`config.mk`:
```
export PLATFORM = sky130hd
export DESIGN_NAME = qdr4_burst_sram
export DESIGN_NICKNAME = d
export VERILOG_FILES = /design/src/rtl/qdr4_pkg.sv /design/src/rtl/qdr4_phase_gen.sv /design/src/rtl/qdr4_req_gate.sv /design/src/rtl/qdr4_burst_seq.sv /design/src/rtl/qdr4_array.sv /design/src/rtl/qdr4_rd_buf.sv /design/src/rtl/qdr4_burst_sram.sv
export SDC_FILE = /design/constraint.sdc
export NUM_CORES = 1
export LEC_CHECK = 0
export ABC_CLOCK_PERIOD_IN_PS = 3450
export BUFFER_PORTS_ARGS = -buffer_cell sky130_fd_sc_hd__buf_2
export CORE_MARGIN = 2
export CORE_UTILIZATION = 57
export DETAILED_ROUTE_END_ITERATION = 8
export PLACE_DENSITY = 0.83
export SYNTH_ARGS = -nofsm -noshare
export SYNTH_HDL_FRONTEND = slang
export SYNTH_SLANG_ARGS = --single-unit
```
`constraint.sdc`:
```
create_clock -name clk -period 3.45 [get_ports clk]
set_clock_uncertainty 0.2 [all_clocks]
set_input_delay 0 -clock clk [delete_from_list [all_inputs] [get_ports clk]]
set_output_delay 0 -clock clk [all_outputs]
set_load 0.02 [all_outputs]
```
`src/rtl/qdr4_pkg.sv`:
```
// Shared constants and types for the burst-of-four quad-data-rate memory model.
// Assumes bursts of four and a clock running at twice the K rate.
package qdr4_pkg;
    localparam int BURST_LEN     = 4;
    localparam int BEAT_W        = $clog2(BURST_LEN);
    localparam int WR_FIRST_HALF = 2;  // first write beat: K rise one period after the request
    localparam int RD_FIRST_HALF = 5;  // first read beat: K# rise two and a half periods later
    localparam int PORT_SLOTS    = 2;  // overlapping bursts per port
    typedef logic [BEAT_W-1:0] beat_t;
endpackage

```
`src/rtl/qdr4_phase_gen.sv`:
```
// Half-period phase tracker. k_next is high when the coming clk edge is a
// K rise. Assumes clk runs at twice the K rate and reset lands on a K boundary.
module qdr4_phase_gen (
    input  logic clk,
    input  logic rst_n,
    output logic k_next
);
    // Alternate K and K# edges, starting with K after reset.
    always_ff @(posedge clk) begin
        if (!rst_n) k_next <= 1'b1;
        else        k_next <= ~k_next;
    end
endmodule

```
`src/rtl/qdr4_req_gate.sv`:
```
// Request acceptance for one port. A request is taken on a K rise when its
// select is low, unless the same port accepted at the previous K rise.
// Assumes k_edge marks the edge that is a K rise.
module qdr4_req_gate (
    input  logic clk,
    input  logic rst_n,
    input  logic k_edge,
    input  logic sel_n,
    output logic accept
);
    logic last_acc;

    assign accept = k_edge && !sel_n && !last_acc;

    // Remember whether the latest K rise accepted, for back-to-back suppression.
    always_ff @(posedge clk) begin
        if (!rst_n)      last_acc <= 1'b0;
        else if (k_edge) last_acc <= accept;
    end
endmodule

```
`src/rtl/qdr4_burst_seq.sv`:
```
// Burst timing sequencer for one port. Each accepted request takes a slot
// that counts half-periods. The slot reports beats 0..3 on the edges
// FIRST_HALF..FIRST_HALF+3 after acceptance. Assumes accepted requests are at
// least four half-periods apart, so at most one slot is in its beat window.
module qdr4_burst_seq
    import qdr4_pkg::*;
#(
    parameter  int FIRST_HALF = 2,
    parameter  int SLOTS      = 2,
    localparam int SLOT_W     = (SLOTS > 1) ? $clog2(SLOTS) : 1,
    localparam int LAST_HALF  = FIRST_HALF + BURST_LEN - 1,
    localparam int CNT_W      = $clog2(LAST_HALF + 1)
) (
    input  logic              clk,
    input  logic              rst_n,
    input  logic              accept,
    output logic [SLOT_W-1:0] acc_slot,
    output logic              beat_vld,
    output logic [SLOT_W-1:0] beat_slot,
    output beat_t             beat_idx
);
    localparam logic [CNT_W-1:0] FIRST_C = CNT_W'(FIRST_HALF);
    localparam logic [CNT_W-1:0] LAST_C  = CNT_W'(LAST_HALF);

    logic [SLOTS-1:0] busy;
    logic [CNT_W-1:0] cnt [SLOTS];

    // Round-robin slot pointer, advanced on every accepted request.
    always_ff @(posedge clk) begin
        if (!rst_n)
            acc_slot <= '0;
        else if (accept)
            acc_slot <= (acc_slot == SLOT_W'(SLOTS - 1)) ? '0 : acc_slot + SLOT_W'(1);
    end

    for (genvar s = 0; s < SLOTS; s++) begin : g_slot
        // Start, advance and retire one burst timer.
        always_ff @(posedge clk) begin
            if (!rst_n) begin
                busy[s] <= 1'b0;
                cnt[s]  <= '0;
            end else if (accept && acc_slot == SLOT_W'(s)) begin
                busy[s] <= 1'b1;
                cnt[s]  <= CNT_W'(1);
            end else if (busy[s]) begin
                cnt[s] <= cnt[s] + CNT_W'(1);
                if (cnt[s] == LAST_C) busy[s] <= 1'b0;
            end
        end
    end

    // Pick the slot, if any, whose counter sits inside the beat window.
    always_comb begin
        beat_vld  = 1'b0;
        beat_slot = '0;
        beat_idx  = '0;
        for (int s = 0; s < SLOTS; s++) begin
            if (busy[s] && cnt[s] >= FIRST_C && cnt[s] <= LAST_C) begin
                beat_vld  = 1'b1;
                beat_slot = SLOT_W'(s);
                beat_idx  = BEAT_W'(cnt[s] - FIRST_C);
            end
        end
    end
endmodule

```
`src/rtl/qdr4_array.sv`:
```
// Storage array with the write path and a four-word read snapshot port.
// Keeps the start address of each write slot and applies byte-qualified
// beats with wrap inside the aligned group of four. The snapshot gives the
// four words of the group at snap_base as they are before the current edge.
// Assumes AW > 2 and DW divisible by NB.
module qdr4_array
    import qdr4_pkg::*;
#(
    parameter  int AW     = 4,
    parameter  int DW     = 16,
    parameter  int NB     = 2,
    parameter  int SLOTS  = 2,
    localparam int DEPTH  = 1 << AW,
    localparam int LANE_W = DW / NB,
    localparam int SLOT_W = (SLOTS > 1) ? $clog2(SLOTS) : 1
) (
    input  logic                          clk,
    input  logic                          load,
    input  logic [SLOT_W-1:0]             load_slot,
    input  logic [AW-1:0]                 addr,
    input  logic                          beat_vld,
    input  logic [SLOT_W-1:0]             beat_slot,
    input  beat_t                         beat_idx,
    input  logic [DW-1:0]                 wdata,
    input  logic [NB-1:0]                 byte_wr_n,
    output logic [BURST_LEN-1:0][DW-1:0]  snap_words
);
    logic [AW-1:0] base [SLOTS];
    logic [DW-1:0] mem  [DEPTH];
    logic [AW-1:0] base_sel;
    logic [AW-1:0] waddr;

    // Capture the start address of a newly accepted write.
    always_ff @(posedge clk) begin
        if (load) base[load_slot] <= addr;
    end

    assign base_sel = base[beat_slot];
    assign waddr    = {base_sel[AW-1:BEAT_W], base_sel[BEAT_W-1:0] + beat_idx};

    // Store the enabled byte lanes of the current write beat.
    always_ff @(posedge clk) begin
        if (beat_vld) begin
            for (int l = 0; l < NB; l++) begin
                if (!byte_wr_n[l]) mem[waddr][l*LANE_W +: LANE_W] <= wdata[l*LANE_W +: LANE_W];
            end
        end
    end

    // Gather the four burst words in wrap order for a read snapshot.
    always_comb begin
        for (int i = 0; i < BURST_LEN; i++) begin
            snap_words[i] = mem[{addr[AW-1:BEAT_W], addr[BEAT_W-1:0] + BEAT_W'(i)}];
        end
    end
endmodule

```
`src/rtl/qdr4_rd_buf.sv`:
```
// Read burst buffer and output register. Each read slot holds the four words
// captured when its read was accepted. The output register puts one word per
// half-period on rdata and raises drive. When no beat is due, the bus reads
// zero with drive low. Assumes at most one read beat per edge.
module qdr4_rd_buf
    import qdr4_pkg::*;
#(
    parameter  int DW     = 16,
    parameter  int SLOTS  = 2,
    localparam int SLOT_W = (SLOTS > 1) ? $clog2(SLOTS) : 1
) (
    input  logic                         clk,
    input  logic                         rst_n,
    input  logic                         load,
    input  logic [SLOT_W-1:0]            load_slot,
    input  logic [BURST_LEN-1:0][DW-1:0] load_words,
    input  logic                         beat_vld,
    input  logic [SLOT_W-1:0]            beat_slot,
    input  beat_t                        beat_idx,
    output logic [DW-1:0]                rdata,
    output logic                         drive
);
    logic [BURST_LEN-1:0][DW-1:0] words [SLOTS];

    // Hold the words of an accepted read until its beats are sent.
    always_ff @(posedge clk) begin
        if (load) words[load_slot] <= load_words;
    end

    // Present the due beat, or release the bus.
    always_ff @(posedge clk) begin
        if (!rst_n) begin
            drive <= 1'b0;
            rdata <= '0;
        end else if (beat_vld) begin
            drive <= 1'b1;
            rdata <= words[beat_slot][beat_idx];
        end else begin
            drive <= 1'b0;
            rdata <= '0;
        end
    end
endmodule

```
`src/rtl/qdr4_burst_sram.sv`:
```
// Top of the burst-of-four quad-data-rate memory model. Builds the phase
// tracker, one request gate and one burst sequencer per port, the array and
// the read buffer. Assumes clk is twice the K rate; see k_phase for alignment.
module qdr4_burst_sram
    import qdr4_pkg::*;
#(
    parameter int AW = 4,
    parameter int DW = 16,
    parameter int NB = 2
) (
    input  logic          clk,
    input  logic          rst_n,
    input  logic          rd_sel_n,
    input  logic          wr_sel_n,
    input  logic [AW-1:0] addr,
    input  logic [DW-1:0] wdata,
    input  logic [NB-1:0] byte_wr_n,
    output logic [DW-1:0] rdata,
    output logic          rdata_drive,
    output logic          k_phase
);
    localparam int SLOT_W = (PORT_SLOTS > 1) ? $clog2(PORT_SLOTS) : 1;

    logic                         k_next;
    logic                         rd_acc, wr_acc;
    logic [SLOT_W-1:0]            r_acc_slot, w_acc_slot;
    logic                         r_beat_vld, w_beat_vld;
    logic [SLOT_W-1:0]            r_beat_slot, w_beat_slot;
    beat_t                        r_beat_idx, w_beat_idx;
    logic [BURST_LEN-1:0][DW-1:0] snap_words;

    assign k_phase = k_next;

    qdr4_phase_gen u_phase (.clk(clk), .rst_n(rst_n), .k_next(k_next));

    qdr4_req_gate u_rd_gate (.clk(clk), .rst_n(rst_n), .k_edge(k_next), .sel_n(rd_sel_n), .accept(rd_acc));
    qdr4_req_gate u_wr_gate (.clk(clk), .rst_n(rst_n), .k_edge(k_next), .sel_n(wr_sel_n), .accept(wr_acc));

    qdr4_burst_seq #(.FIRST_HALF(WR_FIRST_HALF), .SLOTS(PORT_SLOTS)) u_wr_seq (
        .clk(clk), .rst_n(rst_n), .accept(wr_acc), .acc_slot(w_acc_slot),
        .beat_vld(w_beat_vld), .beat_slot(w_beat_slot), .beat_idx(w_beat_idx)
    );

    qdr4_burst_seq #(.FIRST_HALF(RD_FIRST_HALF), .SLOTS(PORT_SLOTS)) u_rd_seq (
        .clk(clk), .rst_n(rst_n), .accept(rd_acc), .acc_slot(r_acc_slot),
        .beat_vld(r_beat_vld), .beat_slot(r_beat_slot), .beat_idx(r_beat_idx)
    );

    qdr4_array #(.AW(AW), .DW(DW), .NB(NB), .SLOTS(PORT_SLOTS)) u_array (
        .clk(clk), .load(wr_acc), .load_slot(w_acc_slot), .addr(addr),
        .beat_vld(w_beat_vld), .beat_slot(w_beat_slot), .beat_idx(w_beat_idx),
        .wdata(wdata), .byte_wr_n(byte_wr_n), .snap_words(snap_words)
    );

    qdr4_rd_buf #(.DW(DW), .SLOTS(PORT_SLOTS)) u_rd_buf (
        .clk(clk), .rst_n(rst_n), .load(rd_acc), .load_slot(r_acc_slot),
        .load_words(snap_words), .beat_vld(r_beat_vld), .beat_slot(r_beat_slot),
        .beat_idx(r_beat_idx), .rdata(rdata), .drive(rdata_drive)
    );
endmodule

```
**After elaboration in Yosys (flattened, before gate mapping)**

Memories as Yosys holds them, arrays and structs flattened.
Index checks and enable logic that the tools add are counted.

- $lt $le $gt $ge: 9
- Add/subtract/negate cells: 14
- Bitwise gates (word level): 11
- Reduce and logical (&&, ||, !) cells: 21
- Equal/unequal tests: 4
- Multiplexer cells: 74

Operator list:

| kind | number |
|---|---|
| two-way mux 1 bit | 60 |
| binary-select mux 16 bit (select 2 bit) | 1 |
| logical AND 1 bit | 16 |
| two-way mux 16 bit | 1 |
| two-way mux 4 bit | 4 |
| two-way mux 3 bit | 4 |
| adder 4 x 1 -> 4 bit, second input constant | 2 |
| == test 4 bit, second input constant | 2 |
| >= comparator 4 x 3 -> 1 bit, second input constant | 2 |
| less-or-equal comparator 4 bit, second input constant | 2 |
| two-way mux 2 bit | 4 |
| bitwise OR 1 bit | 8 |
| adder 3 x 1 -> 3 bit, second input constant | 2 |
| == test 3 bit, second input constant | 2 |
| >= comparator 3 x 2 -> 1 bit, second input constant | 2 |
| less-or-equal comparator 3 bit, second input constant | 2 |
| adder 2 bit, second input constant | 2 |
| logical NOT 1 bit | 4 |
| subtractor 2 x 1 -> 2 bit, second input constant | 2 |
| subtractor 2 bit, second input constant | 2 |
| less-than comparator 2 x 3 -> 1 bit, second input constant | 1 |
| inverter 1 bit | 3 |
| adder 1 bit, second input constant | 2 |
| adder 2 x 1 -> 2 bit, second input constant | 1 |
| other kinds (2) | 2 |

- Word-level logic and storage cells: 149
- Memories kept: 5
- Input bits: 26
- RAM bits: 406
- Flip-flop bits (word level): 26
- Output and inout port bits: 18

Memories:

| name | words | width | rd ports | clocked after Yosys merged registers in | wr ports | RTL line | RTL |
|---|---|---|---|---|---|---|---|
| u_array.mem | 16 | 16 | 4 | 0 | 1 | qdr4_array.sv:29 | `logic [DW-1:0] mem [DEPTH];` |
| u_rd_buf.words | 2 | 64 | 1 | 0 | 1 | qdr4_rd_buf.sv:23 | `logic [BURST_LEN-1:0][DW-1:0] words [SLOTS];` |
| u_array.base | 2 | 4 | 1 | 0 | 1 | qdr4_array.sv:28 | `logic [AW-1:0] base [SLOTS];` |
| u_rd_seq.cnt | 2 | 4 | 2 | 0 | 2 | qdr4_burst_seq.sv:26 | `logic [CNT_W-1:0] cnt [SLOTS];` |
| u_wr_seq.cnt | 2 | 3 | 2 | 0 | 2 | qdr4_burst_seq.sv:26 |  |

**Logic depth before layout (Yosys ltp)**

Gate-level depths: netlist (run 1).

- Word-level depth: 9
- Mapped depth: 14
- Depth with buffers taken out: 11

**Modules after synthesis**

From an unflattened synthesis (run 1), not the netlist that was laid out.

- Cells, all modules: 1473
- Area total of the unflattened synthesis: 21002.6 sq um

Modules (own cells, without submodules):

| module | area an instance (sq um) | times used | cells an instance | seq. area each (sq um) |
|---|---|---|---|---|
| qdr4_array | 14398.8 | 1 | 1071 | 7927.6 |
| qdr4_rd_buf | 5315.1 | 1 | 276 | 4184.0 |
| qdr4_burst_seq (u_rd_seq) | 664.4 | 1 | 67 | 300.3 |
| qdr4_burst_seq (u_wr_seq) | 508.0 | 1 | 49 | 240.2 |
| qdr4_req_gate | 46.3 | 2 | 4 | 20.0 |
| qdr4_phase_gen | 23.8 | 1 | 2 | 20.0 |

**Least setup slack after synthesis (run 1)**

No wires, ideal clock.

- Path type: flip-flop to flip-flop
- From: mem u_wr_seq.cnt[0][0] (netlist bit)
- To: mem u_array.mem[10][0] (enable)
- Data arrival time: 2.804 ns
- Data required time: 2.880 ns
- Stages on the path, launching flop included: 10
- Setup time: 0.370 ns
- Period minus slack after synthesis: 3.374 ns
- Slack: 0.076 ns
- Cell sequence: edfxtp_1 ha_1 o311ai_0 o31ai_1 ha_1 o211a_1 or3_1 buf_6 buf_8 nor2_1

RTL lines:

| what | RTL line |
|---|---|
| start, declared | qdr4_burst_seq.sv:26 |
| end, declared | qdr4_array.sv:29 |

==> flow_summary_export.csv, run 1 <==
group,metric,value,unit
placement,dp_slack,-308,ps
worst_setup_path,reg2reg_to,"u_array.mem[6][10]",
cells_and_area,multiInputGateArea,6660,um^2
synth,netlist_area,19700,um^2
route,wl_per_cell,28.2,um
synth,ys.flop_type,"edfxtp_1",
cts,htreeDepth,2,
cells_and_area,diodes,0,
cells_and_area,area_delta_synth_final,14.4,%
placement,place.gp.congestion,0.830,
worst_setup_path,ff2ff_setup_slack,70,ps
sta,max_slew_margin,58.2,%
cells_and_area,nets,1201,
worst_setup_path,slowest_delay,400,ps
worst_setup_path,crit_arrival,3420,ps
min_path,hold_start,"wdata[4]",
placement,hpwl,28.9,mm
sta,final.period_utilization,98.0,%
die,io_pins,44,
synth,yosys_warnings,0,
cts,cts_root_buf,"clkbuf_16",
global_routing,grt_max_degree,66,
worst_setup_path,critPathLaunch,"u_wr_seq.cnt[1][0]",
route,drt-initial-drc-count,1724,
worst_setup_path,cp-end-kind,"flip-flop",
die,start_util,57.5,%
cts,tritoncts,"done",
worst_setup_path,cp-endpoint,"u_array.mem[6][10]",
synth,synth-seq-cells,432,
synth,ys_async_sr_fraction,0,%
worst_setup_path,required,3490,ps
job,cap_viol_max_count,0,
global_routing,antenna_found_initial,0,
worst_setup_path,cp.depth,12,
sta,setup-violations-final,0,
placement,io_buffer_count,43,
cells_and_area,regArea,12700,um^2
placement,dp_cells,1543,
worst_setup_path,r2r_start,"u_wr_seq.cnt[1][0]",
die,core_area,34300,um^2
worst_setup_path,crit_chain,"inv_1 -> ha_1 -> or3_4 -> o311a_4 -> o31ai_2 -> ha_2 -> or2_2 -> a21oi_4 -> or3_1 -> buf_6 -> nor2_2 -> buf_6",
global_routing,grt_pass1_vias,11210,
worst_setup_path,cp_num_buf_inv,3,
die,die_area,36100,um^2
pwr,power.density,515,nW/um^2
sta,max_freq,296,MHz
pwr,peakVddDrop,0.000287,V
cts,clock_path_buffers,3,
cells_and_area,fillCellCount,2077,
die,rows,68,
synth,synth.distinct_cells,47,
route,dr_total_vias,11364,
synth,synth.avg_cell_area,18.6,um^2
cts,cts_made_buffers,43,
global_routing,grt.total_usage,26.3,%
synth,synth_cells,1057,
sta,worstMarginPinSlew,627,ps
global_routing,grt-ovfl-total,0,
worst_setup_path,crit_family,"simple AND/OR/NAND/NOR gates",
route,antenna_left,0,
route,wirelength,46.5,mm
sta,fin_ws,69.0,ps
synth,synthesis.nets,1096,
die,dieWidth,190,um
synth,synth_edf_count,406,
worst_setup_path,worst-path-max-fanout,16,
sta,slew_violations,0,
outcome,run_status,"completed",
route,via_per_inst,6.90,
synth,seq_area_frac_synth,64.5,%
worst_setup_path,r2r_cells,12,
cells_and_area,drive_gt1_share,32.6,%
worst_setup_path,path_class,"flip-flop to flip-flop",
cells_and_area,final_cells,1648,
worst_setup_path,critPathLaunchType,"flip-flop",
pwr,p_leak,7.45,nW
die,die_h,190,um
cts,clk_transition_reported_paths,60,ps
global_routing,grt_pass1_wl,70.8,mm
sta,hold_violations,0,
min_path,hold_class,"primary input to flip-flop",
cts,insertion_delay,550,ps
sta,hold_ws,212,ps
route,dr.pass1.iters,5,
worst_setup_path,cp_slowest_cell,"or3_4",
sta,min_period,3380,ps
worst_setup_path,cpMostUsedCell,"buf_6",
route,drc_errors,0,
cts,cts_sinks,432,
how the worst min path moves through the flow:
stage | to | depth (start not counted) | slack, ps
detailed placement | u_rd_gate.last_acc | 3 | 180
global placement | u_array.mem[11][11] | 1 | 170
finish | u_array.mem[2][4] | 2 | 210
global route | u_array.mem[5][10] | 2 | 230
floorplan | u_array.base[0][0] | 0 | -100
CTS | u_array.mem[6][4] | 2 | 200
worst register-to-register path, cell delays in order, from the launching register on:
cell and delay (ps):
edfxtp_1 380, inv_1 70, ha_1 190, or3_4 400, o311a_4 170, o31ai_2 270, ha_2 250, or2_2 160
a21oi_4 70, or3_1 360, buf_6 190, nor2_2 190, buf_6 180
power by group:
part / leakage (nW) / internal (mW) / switching (mW)
Sequential: 3.91 / 5.90 / 0.0585
Clock: 0.663 / 2.67 / 1.94
Combinational: 2.88 / 0.448 / 0.577
flip-flops by register name, indices dropped and copies added (netlist names), 2 cells and up:
signal          flops
u_array.base        8
u_array.mem       256
u_rd_buf.rdata     16
u_rd_buf.words    128
u_rd_seq.busy       2
u_rd_seq.cnt        8
u_wr_seq.busy       2
u_wr_seq.cnt        6
Yosys cell counts (3+ instances only):
cell type,instances,area (um^2)
a21oi_1,4,20.0
ha_1,13,163
nand2b_1,13,81.3
buf_2,31,155
and3_1,34,213
o32ai_1,16,140
xnor2_1,5,43.8
nand2_1,36,135
buf_1,5,18.8
nand3_1,22,110
dfxtp_1,26,521
inv_1,15,56.3
o31ai_1,17,128
clkbuf_1,36,135
nor2_1,47,176
nand3b_1,6,45.0
edfxtp_1,406,12200
mux4_2,192,4320
o21a_1,3,22.5
a211oi_1,34,255
and2_1,17,106
mux2i_1,19,190
a21boi_0,25,188
nor2b_1,6,37.5
kinds of logic after synthesis:
| family | after synthesis | share of synthesized area [%] |
|---|---|---|
| AOI/OAI and AO/OA | 108 | 4.21 |
| xor gates and xnor gates | 7 | 0.311 |
| adders and majority gates | 13 | 0.826 |
| buffers and inverters | 91 | 2.05 |
| DFF | 432 | 64.5 |
| muxes | 212 | 23.0 |
| and+or+nand+nor | 194 | 5.10 |
layout make-up:
| class | count | share of cell area, % |
|---|---|---|
| Clock inverter | 25 | 1.16 |
| Clock buffer | 51 | 4.91 |
| Tap cell | 455 | 2.53 |
| Sequential cell | 432 | 56.4 |
| Multi-Input combinational cell | 534 | 29.6 |
| Inverter | 16 | 0.267 |
| Timing Repair Buffer | 135 | 5.14 |
placed cells by master, fill, tap and decap left out, drive strengths merged, types with 13 or more instances in the layout:
master / instances
inv: 17
o32ai: 16
a211oi: 34
and2: 17
mux2i: 19
ha: 13
nand2b: 13
edfxtp: 406
buf: 109
nand2: 37
clkinv: 15
dlygate4sd3: 26
a21boi: 25
dfxtp: 26
clkbuf: 51
nor2: 47
o31ai: 17
and3: 34
nand3: 22
mux4: 192
layer usage:
layer	global-route usage [%]	up-vias	share of wire [%]
li1	-	4635	-
met1	38.7	5875	39
met2	41.7	784	49
met3	5.17	70	10
met4	5.72	0	1.7
met5	0	-	0
what timing repair did:
item                       CTS  global route
hold endpoints to repair   368             0
setup endpoints to repair  128           256
gates resized for setup      1            28
hold buffers                26             0
pin swaps                    0             3
setup buffers                0             3
stage by stage:
step | power [mW] | utilization, % | cell area (um^2) | setup TNS (ps)
after global routing | 11.9 | 65.7 | 22500 | -1480
after CTS | 11.6 | 65.3 | 22400 | 0
after global placement | 6.96 | 60.5 | 20700 | -1420
final | 11.6 | 65.7 | 22500 | 0
after detailed placement | 7.01 | 60.5 | 20700 | -22850
after floorplan | 6.72 | - | 19700 | 0
No activity file was read; power rests on OpenSTA's default activity.
==> run 2, diff against run 1 <==
Settings changed: ABC_CLOCK_PERIOD_IN_PS 3450 to 3500, CORE_UTILIZATION 57 to 60, GPL_ROUTABILITY_DRIVEN set to 0, HOLD_SLACK_MARGIN set to 0.02, PLACE_DENSITY 0.83 to 0.84.
Clock period 3.45 ns to 3.5 ns, I/O delays scaled along.
==> run 2 against run 1 <==
First-iteration DRC count shrank 11%. Flip-flop and latch count stayed put. Largest power group unchanged. Core utilization is 3.2 points higher. Critical path type unchanged. Fmax increased by 0.65%.
==> flow_summary_export.csv, run 2 (synthesis gave the netlist of run 1 again) <==
group,metric,value,unit
outcome,run_status,"completed",
sta,setup-violations-final,0,
sta,rsz0062_at_grt,"false",
cells_and_area,diodes,0,
route,dr_total_vias,11229,
cells_and_area,final_cells,1629,
route,drc_errors,0,
worst_setup_path,required,3540,ps
cells_and_area,area_delta_synth_final,13.5,%
cts,clock_path_buffers,3,
pwr,peakVddDrop,0.000488,V
route,dr.pass1.iters,5,
route,antenna_left,0,
cts,insertion_delay,530,ps
placement,placed_cell_area,20700,um^2
route,drt-initial-drc-count,1539,
die,die_h,185,um
worst_setup_path,critPathLaunchType,"flip-flop",
cts,cts_made_buffers,44,
global_routing,grt_max_degree,66,
worst_setup_path,crit_arrival,3390,ps
job,cap_viol_max_count,0,
pwr,p_leak,7.41,nW
cts,clk_transition_reported_paths,60,ps
cells_and_area,nets,1198,
cells_and_area,final_common_cell,"edfxtp_1",
global_routing,antenna_found_initial,0,
pwr,power.density,508,nW/um^2
placement,dp_cells,1528,
worst_setup_path,cp-end-kind,"flip-flop",
placement,io_buffer_count,43,
cells_and_area,reg_top3,"u_array.mem x256, u_rd_buf.words x128, u_rd_buf.rdata x16",
die,rows,66,
die,io_pins,44,
cts,cts_sinks,432,
cts,htreeDepth,2,
die,core_area,32500,um^2
route,via_per_inst,6.89,
cts,cts_root_buf,"clkbuf_16",
global_routing,grt_pass1_wl,68.9,mm
cells_and_area,layout_common_cells,"edfxtp_1 (406), mux4_2 (192), buf_4 (56), nor2_1 (47), clkbuf_16 (45)",
cells_and_area,fillCellCount,1910,
cts,tritoncts,"done",
sta,min_period,3360,ps
cells_and_area,drive_gt1_share,31.3,%
placement,hpwl,28.8,mm
route,wirelength,45.2,mm
worst_setup_path,crit_chain,"inv_1 -> ha_1 -> or3_4 -> o311a_1 -> o31ai_2 -> ha_2 -> or2_2 -> a21oi_1 -> or3_1 -> buf_4 -> nor2_1 -> buf_6",
sta,hold_violations,0,
cells_and_area,final_area,22300,um^2
worst_setup_path,slowest_delay,410,ps
sta,final.period_utilization,96.0,%
die,start_util,60.7,%
cells_and_area,largest_reg_flops,256,
worst_setup_path,cp_slowest_cell,"edfxtp_1",
cells_and_area,regMostFlops,"u_array.mem",
route,wl_per_cell,27.7,um
global_routing,grt.total_usage,27.2,%
die,dieWidth,185,um
min_path,hold_class,"primary input to flip-flop",
die,die_area,34300,um^2
sta,worstMarginPinSlew,971,ps
global_routing,grt_pass1_vias,11206,
global_routing,grt-ovfl-total,0,
sta,max_slew_margin,35.3,%
sta,slew_violations,0,
worst_setup_path,path_class,"flip-flop to flip-flop",
sta,max_freq,298,MHz
worst_setup_path,worst-path-max-fanout,16,
## run 2: layer usage
metal  GRT usage [%]  share of wire (%)  vias to the layer above
li1                -                  -                     4627
met1            38.7                 38                     5848
met2            42.8                 49                      689
met3            7.85                 11                       65
met4            5.90                1.7                        0
met5               0                  0                        -
## run 2: cell type report
| class | count | area [um^2] | share of cell area [%] |
|---|---|---|---|
| Multi-Input combinational cell | 534 | 6610 | 29.6 |
| Tap cell | 442 | 553 | 2.47 |
| Sequential cell | 432 | 12700 | 56.9 |
| Inverter | 16 | 60.1 | 0.269 |
| Clock buffer | 51 | 1150 | 5.14 |
| Clock inverter | 23 | 210 | 0.941 |
| Timing Repair Buffer | 131 | 1050 | 4.70 |
## run 2: final timing paths
path	startpoint	to	slack, ps	depth (start not counted)
worst min-delay path	addr[1]	u_rd_buf.words[0][49]	110	2
worst max-delay path	u_wr_seq.cnt[1][0]	u_array.mem[11][10]	140	12
worst max register to register	u_wr_seq.cnt[1][0]	u_array.mem[11][10]	140	12
worst min register to register	u_phase.k_next	u_phase.k_next	230	1
## run 2: where the power goes
group | leakage, nW | internal [mW] | switching (mW)
logic | 2.83 | 0.429 | 0.564
registers | 3.91 | 5.82 | 0.0533
clock network | 0.666 | 2.63 | 1.87
total | 7.41 | 8.87 | 2.49
## run 2: stage by stage
stage / setup slack, ps / setup TNS [ps] / power [mW] / util (%) / hold WS, ps
floorplan: 126 / 0 / 6.62 / - / -101
global placement: -83.6 / -982 / 6.86 / 63.8 / 179
detailed placement: -201 / -9900 / 6.91 / 63.8 / 199
CTS: 92.1 / 0 / 11.4 / 68.7 / 127
global route: 6.33 / 0 / 11.7 / 68.9 / 177
finish: 141 / 0 / 11.4 / 68.9 / 111
## run 2: worst max-delay path: cells and delay by family, from the launching register on
kind            cells  cell delay [ps]
simple gates        4             1000
compound gates      3              520
buf+inv             3              480
fa+ha+maj           2              450
flops               1              410
## run 2: timing repair
item | 4_1_cts | 5_1_grt
hold buffers | 25 | 0
gates cloned | 0 | 0
hold endpoints to repair | 348 | 0
endpoints found under the setup margin | 128 | 249
resized for setup | 1 | 6
pin swaps | 0 | 1
buffers inserted | 0 | 2
==> run 3, diff against run 2 <==
Settings changed: REMOVE_ABC_BUFFERS set to 1.
==> run 3 against run 2 <==
Clock-buffer cell count up 2. Sequential share of layout area is 0.25 points lower. Clock power increased by 2%. Die area did not move. Wire length up 0.33%. Global-route usage rose by 0.24 points. Combinational power hardly changed. Flip-flop and latch count stayed put. Worst setup slack got worse by 46 ps. Cell area is 0.44% higher. First-iteration DRC count is 7.4% higher. Register-to-register slack got worse by 50 ps. Largest cell class unchanged. Largest power group unchanged. Highest routed layer unchanged.
==> flow_summary_export.csv, run 3 (synthesis gave the netlist of run 1 again) <==
group,metric,value,unit
outcome,run_status,"completed",
worst_setup_path,crit_arrival,3440,ps
sta,fin_ws,94.8,ps
route,antenna_left,0,
worst_setup_path,path_class,"flip-flop to flip-flop",
cts,insertion_delay,540,ps
sta,hold_violations,0,
min_path,hold_class,"primary input to flip-flop",
global_routing,grt_pass1_wl,69.8,mm
cells_and_area,diodes,0,
die,die_h,185,um
route,dr.pass1.iters,5,
sta,worstMarginPinSlew,1020,ps
cts,cts_sinks,432,
pwr,power.density,512,nW/um^2
worst_setup_path,critPathLaunchType,"flip-flop",
cts,htreeDepth,2,
placement,hpwl,29.6,mm
cells_and_area,fillCellCount,1908,
sta,max_slew_margin,32.2,%
cells_and_area,multiInputGateArea,6610,um^2
cts,clock_path_buffers,3,
die,dieWidth,185,um
die,rows,66,
die,start_util,60.7,%
cells_and_area,final_common_cell,"edfxtp_1",
cells_and_area,final_area,22400,um^2
cells_and_area,regMostFlops,"u_array.mem",
cts,cts_made_buffers,44,
worst_setup_path,worst-path-max-fanout,7,
worst_setup_path,cp_num_buf_inv,2,
cells_and_area,drive_gt1_share,31.6,%
route,wl_per_cell,27.7,um
global_routing,grt_pass1_vias,11503,
cells_and_area,largest_reg_flops,256,
worst_setup_path,required,3540,ps
placement,placed_cell_area,20700,um^2
sta,min_period,3410,ps
worst_setup_path,slowest_delay,560,ps
job,cap_viol_max_count,0,
placement,io_buffer_count,43,
cells_and_area,regArea,12700,um^2
pwr,power.total,11.5,mW
cells_and_area,area_delta_synth_final,14.0,%
sta,setup-violations-final,0,
route,drt-initial-drc-count,1653,
sta,max_freq,294,MHz
route,wirelength,45.3,mm
pwr,peakVddDrop,0.000405,V
worst_setup_path,crit_family,"simple AND/OR/NAND/NOR gates",
route,drc_errors,0,
sta,final.period_utilization,97.3,%
placement,dp_slack,-335,ps
global_routing,grt_max_degree,66,
die,die_area,34300,um^2
global_routing,grt.total_usage,27.5,%
cells_and_area,reg_top3,"u_array.mem x256, u_rd_buf.words x128, u_rd_buf.rdata x16",
global_routing,antenna_found_initial,0,
route,via_per_inst,6.92,
worst_setup_path,crit_chain,"ha_1 -> or3_4 -> o311a_1 -> nand2_1 -> o31ai_2 -> ha_2 -> nor4_1 -> nor3_4 -> buf_4 -> nor2_1 -> buf_4",
pwr,p_leak,7.46,nW
sta,slew_violations,0,
route,dr_total_vias,11330,
die,io_pins,44,
cts,tritoncts,"done",
cts,clk_transition_reported_paths,60,ps
worst_setup_path,cp_slowest_cell,"nor4_1",
cells_and_area,nets,1202,
cells_and_area,layout_common_cells,"edfxtp_1 (406), mux4_2 (192), buf_4 (58), nor2_1 (46), clkbuf_16 (45)",
worst_setup_path,cpMostUsedCell,"buf_4",
global_routing,grt-ovfl-total,0,
die,core_area,32500,um^2
worst_setup_path,cp-end-kind,"flip-flop",
cts,cts_root_buf,"clkbuf_16",
cells_and_area,utilization,69.2,%
run 3: changes by cell type in the layout (fill, tap and decap cells not counted), moves of 2 or more:
| cell | change |
|---|---|
| inv_6 | +2 |
| clkinvlp_4 | +2 |
| buf_4 | +2 |
| clkbuf_1 | +2 |
run 3: timing repair:
item	CTS	global route
resized for setup	1	5
pin swaps	1	1
cloned	0	0
hold buffers	26	0
endpoints found under the hold margin	328	0
setup buffers	2	1
endpoints found under the setup margin	128	134
run 3: through the flow:
step	hold slack (ps)	std cells	setup TNS (ps)
floorplan	-130	982	-22580
global route	222	1638	-28.5
detailed placement	174	1530	-31860
CTS	201	1637	0
finish	208	1638	0
global placement	163	1530	-3700
run 3: power breakdown:
| part | internal [mW] | switching (mW) | total (mW) |
|---|---|---|---|
| Clock | 2.72 | 1.89 | 4.61 |
| Sequential | 5.82 | 0.0566 | 5.87 |
| Combinational | 0.437 | 0.566 | 1.00 |
run 3: final timing paths:
path | startpoint | endpoint | slack, ps | cells past startpoint
setup / recovery | u_wr_seq.cnt[1][1] | u_array.mem[12][4] | 90 | 11
hold / removal | wdata[0] | u_array.mem[3][0] | 210 | 2
setup reg to reg | u_wr_seq.cnt[1][1] | u_array.mem[12][4] | 90 | 11
hold reg to reg | u_wr_seq.acc_slot | u_wr_seq.acc_slot | 310 | 2
run 3: area by class of cell:
cell class | instances | share of cell area, %
Clock inverter | 26 | 1.18
Multi-Input combinational cell | 534 | 29.4
Timing Repair Buffer | 135 | 4.88
Sequential cell | 432 | 56.6
Tap cell | 442 | 2.46
Inverter | 16 | 0.268
Clock buffer | 53 | 5.15
run 3: metal layers:
layer | GRT usage, % | wire length [um]
met3 | 7.04 | 4770
met5 | 0 | 0
met2 | 42.9 | 22000
met4 | 6.89 | 882
met1 | 39.5 | 17700
